$ cat src/rtl/asu_pkg.sv
package asu_pkg;
   localparam int BIT_W = 5;

   typedef enum logic [1:0] {
      SZ_8  = 2'd0,
      SZ_16 = 2'd1,
      SZ_24 = 2'd2,
      SZ_32 = 2'd3
   } slot_size_e;

   // last bit index inside a slot: 8*(code+1)-1
   function automatic logic [BIT_W-1:0] slot_last_bit(input logic [1:0] code);
      logic [BIT_W-1:0] w;
      w = ({3'b000, code} + 5'd1) << 3;
      return w - 5'd1;
   endfunction
endpackage

$ cat src/rtl/asu_clk_div.sv
module asu_clk_div #(
   parameter int DIV_W       = 8,
   parameter bit BYPASS_INV  = 1'b0
) (
   input  logic             clk,
   input  logic             rst_n,
   input  logic             run,
   input  logic [DIV_W-1:0] div,
   output logic             clk_o,
   output logic             fall_o
);
   localparam int CW = DIV_W + 1;

   logic [DIV_W-1:0] cnt_q, cnt_n;
   logic [CW-1:0]    half;
   logic             hi_n, q, bypass;

   generate
      if (DIV_W < 1) begin : g_bad_w
         $error("asu_clk_div: DIV_W must be at least 1");
      end
   endgenerate

   assign bypass = (div == '0);
   assign half   = ({1'b0, div} + CW'(1)) >> 1;
   assign cnt_n  = (cnt_q == div) ? '0 : cnt_q + DIV_W'(1);
   assign hi_n   = ({1'b0, cnt_n} < half);

   always_ff @(posedge clk or negedge rst_n) begin
      if (!rst_n) begin
         cnt_q <= '0;
         q     <= 1'b0;
      end else if (!run) begin
         cnt_q <= div;
         q     <= 1'b0;
      end else begin
         cnt_q <= cnt_n;
         q     <= hi_n;
      end
   end

   assign fall_o = run & (bypass | (q & ~hi_n));

   generate
      if (BYPASS_INV) begin : g_inv
         assign clk_o = bypass ? (run & ~clk) : q;
      end else begin : g_pass
         assign clk_o = bypass ? (run & clk) : q;
      end
   endgenerate

   AST_CNT_IN_RANGE: assert property (@(posedge clk) disable iff (!rst_n)
      run |-> (cnt_q <= div));
   AST_DIV_LOW_WHEN_IDLE: assert property (@(posedge clk) disable iff (!rst_n)
      !$past(run) |-> !q);
endmodule

$ cat src/rtl/asu_frame_seq.sv
module asu_frame_seq #(
   parameter int SLOT_CNT_W = 3
) (
   input  logic                  clk,
   input  logic                  rst_n,
   input  logic                  clear,
   input  logic                  adv,
   input  logic [SLOT_CNT_W-1:0] slots_m1,
   input  logic [1:0]            size_code,
   output logic                  frame_last,
   output logic                  fs,
   output logic                  frame_start,
   output logic                  slot_start
);
   import asu_pkg::*;

   logic [BIT_W-1:0]      bit_q, bit_n, bits_m1;
   logic [SLOT_CNT_W-1:0] slot_q, slot_n;
   logic                  slot_end;

   assign bits_m1    = slot_last_bit(size_code);
   assign slot_end   = (bit_q == bits_m1);
   assign frame_last = slot_end && (slot_q == slots_m1);
   assign bit_n      = slot_end ? '0 : bit_q + BIT_W'(1);
   assign slot_n     = !slot_end ? slot_q :
                       (slot_q == slots_m1) ? '0 : slot_q + SLOT_CNT_W'(1);

   always_ff @(posedge clk or negedge rst_n) begin
      if (!rst_n) begin
         bit_q <= '0; slot_q <= '0;
         fs <= 1'b0; frame_start <= 1'b0; slot_start <= 1'b0;
      end else if (clear) begin
         bit_q <= bits_m1; slot_q <= slots_m1;
         fs <= 1'b0; frame_start <= 1'b0; slot_start <= 1'b0;
      end else begin
         frame_start <= 1'b0;
         slot_start  <= 1'b0;
         if (adv) begin
            bit_q       <= bit_n;
            slot_q      <= slot_n;
            fs          <= (slot_n == '0);
            frame_start <= (bit_n == '0) && (slot_n == '0);
            slot_start  <= (bit_n == '0);
         end
      end
   end

   AST_FRAME_IS_SLOT: assert property (@(posedge clk) disable iff (!rst_n)
      frame_start |-> (slot_start && fs));
   AST_STROBE_SINGLE: assert property (@(posedge clk) disable iff (!rst_n)
      frame_start |=> !frame_start);
   AST_BIT_IN_SLOT: assert property (@(posedge clk) disable iff (!rst_n)
      !clear |-> (bit_q <= bits_m1));
endmodule

$ cat src/rtl/audio_sclk_unit.sv
module audio_sclk_unit #(
   parameter int DIV_W      = 8,
   parameter int SLOT_CNT_W = 3
) (
   input  logic                  clk,
   input  logic                  rst_n,
   input  logic                  enable,
   input  logic [SLOT_CNT_W-1:0] cfg_slots_m1,
   input  logic [1:0]            cfg_slot_size,
   input  logic [DIV_W-1:0]      cfg_mck_div,
   input  logic [DIV_W-1:0]      cfg_sck_div,
   output logic                  mck_o,
   output logic                  sck_o,
   output logic                  fs_o,
   output logic                  frame_start_o,
   output logic                  slot_start_o
);
   typedef struct packed {
      logic [SLOT_CNT_W-1:0] slots_m1;
      logic [1:0]            size;
      logic [DIV_W-1:0]      mck_div;
      logic [DIV_W-1:0]      sck_div;
   } cfg_t;

   generate
      if (SLOT_CNT_W < 1 || SLOT_CNT_W > 8) begin : g_bad_slots
         $error("audio_sclk_unit: SLOT_CNT_W out of range");
      end
   endgenerate

   cfg_t cfg_q;
   logic run_q, sck_fall, frame_last, stop, mck_fall_unused;

   assign stop = run_q & sck_fall & frame_last & ~enable;

   always_ff @(posedge clk or negedge rst_n) begin
      if (!rst_n) begin
         run_q <= 1'b0;
         cfg_q <= '0;
      end else begin
         if (!run_q)
            cfg_q <= '{slots_m1: cfg_slots_m1, size: cfg_slot_size,
                       mck_div: cfg_mck_div, sck_div: cfg_sck_div};
         if (!run_q)
            run_q <= enable;
         else if (stop)
            run_q <= 1'b0;
      end
   end

   asu_clk_div #(.DIV_W(DIV_W), .BYPASS_INV(1'b0)) u_mck (
      .clk(clk), .rst_n(rst_n), .run(run_q), .div(cfg_q.mck_div),
      .clk_o(mck_o), .fall_o(mck_fall_unused));

   asu_clk_div #(.DIV_W(DIV_W), .BYPASS_INV(1'b1)) u_sck (
      .clk(clk), .rst_n(rst_n), .run(run_q), .div(cfg_q.sck_div),
      .clk_o(sck_o), .fall_o(sck_fall));

   asu_frame_seq #(.SLOT_CNT_W(SLOT_CNT_W)) u_seq (
      .clk(clk), .rst_n(rst_n), .clear(~run_q | stop), .adv(sck_fall),
      .slots_m1(cfg_q.slots_m1), .size_code(cfg_q.size),
      .frame_last(frame_last), .fs(fs_o),
      .frame_start(frame_start_o), .slot_start(slot_start_o));

   AST_FS_ON_SCK_FALL: assert property (@(posedge clk) disable iff (!rst_n)
      (fs_o != $past(fs_o)) |-> $past(sck_fall));
   AST_STOP_AT_BOUNDARY: assert property (@(posedge clk) disable iff (!rst_n)
      $fell(run_q) |-> ($past(frame_last) && !$past(enable)));
   AST_CFG_FROZEN: assert property (@(posedge clk) disable iff (!rst_n)
      (run_q && $past(run_q)) |-> $stable(cfg_q));
   AST_IDLE_QUIET: assert property (@(posedge clk) disable iff (!rst_n)
      !$past(run_q) |-> (!fs_o && !frame_start_o && !slot_start_o));
endmodule

$ cat config.mk
export PLATFORM = sky130hd
export DESIGN_NAME = audio_sclk_unit
export DESIGN_NICKNAME = d
export VERILOG_FILES = /design/src/rtl/asu_pkg.sv /design/src/rtl/asu_clk_div.sv /design/src/rtl/asu_frame_seq.sv /design/src/rtl/audio_sclk_unit.sv
export SDC_FILE = /design/constraint.sdc
export NUM_CORES = 1
export LEC_CHECK = 0
export ABC_AREA = 1
export BUFFER_PORTS_ARGS = -buffer_cell sky130_fd_sc_hd__buf_2
export CORE_ASPECT_RATIO = 1.75
export CORE_UTILIZATION = 35
export DETAILED_ROUTE_END_ITERATION = 10
export PLACE_DENSITY = 0.5
export SETUP_SLACK_MARGIN = 0.1
export SLEW_MARGIN = 15
export SYNTH_ARGS = -nofsm -noshare
export SYNTH_HDL_FRONTEND = slang
export SYNTH_SLANG_ARGS = --single-unit
$ cat constraint.sdc
create_clock -name clk -period 3.4 [get_ports clk]
set_input_delay 0.68 -clock clk [delete_from_list [all_inputs] [get_ports clk]]
set_output_delay 0.68 -clock clk [all_outputs]
set_load 0.01 [all_outputs]
==> out/metrics.yaml <==
setup_path:
  worstReg2RegEnd: "u_seq.bit_q[4]"
  cp.arrival_ns: 2.44
  critical_path.max_stage_delay_ns: 0.29
  crit_start: "clk"
  critPathKind: "clock port to output pin"
  crit_path_cell_trace: "clkbuf_16 -> clkbuf_16 -> o31ai_1 -> buf_2"
  path_common_cell: "clkbuf_16"
  r2r_slack_ns: 0.73
  r2r_cells: 16
  cp-end-kind: "output pin"
  cpMaxStageDelayCell: "o31ai_1"
  worstReg2RegStart: "cfg_q[2]"
  worst_setup_path_start_kind: "clock port"
  worstPathRequired_ns: 2.72
  crit_end: "sck_o"
  critPathMaxFanout: 2
place:
  globalplace.congestion: 0.805
  dp_hpwl_um: 6080
  port_buffers: 28
  postPlaceCellArea_um2: 3610
detailed_routing:
  route.detailed.drc: 0
  postRouteAntennaNets: 0
  finalWirelength_um: 8100
  dr.pass1.iters: 4
  drt_iter0_drc: 156
  wire_per_inst_um: 13.8
  vias_per_cell: 4.87
  dr_total_vias: 2866
clocking:
  insertion_delay_ns: 0.41
  post_cts_resize_count: 0
  hold_buffers: 0
  cts_setup_buffers: 0
  cts_tree: "yes"
  clk_pin_slew_ns: 0.07
sta:
  setup_violations: 0
  rsz0062_at_grt: "false"
  max_slew_margin: 0.642
  finClkSkew_ns: 0.00839
  hold_viol: 0
  timing.final.max_slew_violations: 0
  tns_ns: 0
  timing.hold.ws_ns: 0.215
  tightest_slew_ns: 0.534
hold_path:
  hp-class: "input port to asynchronous set/reset pin"
cells_and_area:
  syn_to_final_growth_pct: 15.3
  drive_gt1_frac: 0.151
  most-common-layout-cells: "nand2_1, dfrtp_1, inv_1, o21ai_0"
  final_common_cell: "nand2_1"
  antenna_cells: 0
  final_nets: 515
  fin_area_um2: 3860
status:
  outcome: "completed"
logic_synthesis:
  yosysUniqueCellTypes: 37
  avgSynthCellArea_um2: 7.69
  synthCells: 436
  yosys_register_bits: 51
  synthTopCellsByArea: "dfrtp_1, nand2_1, ha_1"
  synth_top_area_share: 0.381
  synth_area_um2: 3350
  synth_largest_area_cell: "dfrtp_1"
  synth_fp_nets: 483
  yosys_warnings: 0
  ys_seq_area_frac: 0.381
floorplanning:
  initial_core_util: 0.366
  die_y_um: 131
  core_area_um2: 9150
  ios: 29
  dieArea_um2: 9980
  row_count: 46
  dieWidth_um: 76.0
power_and_ir_drop:
  peakVddDrop_mv: 0.406
  power_density_nw_per_um2: 1050
  p_leak_nw: 1.93
global_route:
  grt_pass1_vias: 2867
  gr-total-overflow: 0
  grt_util_all_layers: 0.177
  grt_pass1_wl_um: 13800
  antenna_found_initial: 0
  grt_max_degree: 50
flow_run:
  drv_cap: 0
## synthesized netlist by cell type
cell type  count
a211oi_1       1
xnor2_1       13
clkbuf_1       7
o31ai_1        2
nor4_4         1
nand4_2        1
nand3_1       24
nor2_1        28
dfrtp_1       51
nor2_2         1
nand2_4        4
buf_6          1
nand4_1        5
buf_1          1
clkinv_1       1
nor4_1         2
a211oi_4       1
nand2_1      121
nor3b_1        1
or2_2          1
o2111ai_1      1
nand3_2        1
inv_2         13
o21ai_1       13
or2_1          1
and3_1         3
nand3_4        1
ha_1          23
inv_1         39
xor2_1        15
o21ai_0       31
buf_4          1
nand2_2        3
a21oi_1       11
nor3_1        11
a21oi_2        1
nor3_2         1
## layer usage
metal  share of wire  global-route usage  vias to the layer above
li1                -                   -                     1466
met5               0                   0                        -
met4           0.019              0.0812                        0
met3           0.033              0.0431                       16
met2            0.53               0.312                       52
met1            0.42               0.198                     1332
## power by group
group / switching [W] / internal (W) / leakage, nW
logic: 0.00120 / 0.000817 / 1.19
registers: 0.000328 / 0.000902 / 0.604
clock network: 0.000296 / 0.000508 / 0.139
total: 0.00183 / 0.00223 / 1.93
## through the flow
stage	setup slack, ns	std cells	power [W]	util
4_1_cts	0.240	589	0.00411	0.422
3_5_place_dp	0.661	577	0.00332	0.395
3_3_place_gp	0.648	577	0.00329	0.395
5_1_grt	0.163	589	0.00451	0.422
6_report	0.281	589	0.00405	0.422
2_1_floorplan	0.664	436	0.00281	-
## kinds of logic (layout without fill, tap and decap cells)
kind of cell | Yosys count | count (layout) | synth area share
adders and majority gates | 23 | 23 | 0.0859
xor gates and xnor gates | 28 | 28 | 0.0732
DFF | 51 | 51 | 0.381
AOI/OAI and AO/OA | 61 | 61 | 0.100
buffers and inverters | 63 | 96 | 0.0739
and+or+nand+nor | 210 | 210 | 0.286
## layout make-up
cell class                 instances  area [um^2]
sequential                        51         1280
inverter                          53          199
multi-input combinational        322         1830
timing repair buffer              29          153
clock inverter                     1         5.00
clock buffer                      13          253
tap                              120          150
fill                             951         5290
## worst min-delay path by stage
stage                           endpoint  slack, ns
final                     u_sck.cnt_q[4]       0.22
after global routing      u_sck.cnt_q[4]       0.25
after CTS                 u_sck.cnt_q[4]       0.23
after detailed placement        u_seq.fs       0.47
after global placement          u_seq.fs       0.47
after floorplan                 cfg_q[0]       0.38
## state kept, by name, summed over array words and instances, names as in the netlist
register,count
u_seq.fs,1
run_q,1
cfg_q,21
u_seq.frame_start,1
u_seq.slot_q,3
u_seq.bit_q,5
u_seq.slot_start,1
u_sck.q,1
u_sck.cnt_q,8
u_mck.cnt_q,8
u_mck.q,1
## worst max-delay path, delay by kind of cell
kind,cells,cell delay [ns]
AO/OA/AOI/OAI,1,0.29
buffers and inverters,3,0.45
(Power assumes the default switching activity.)
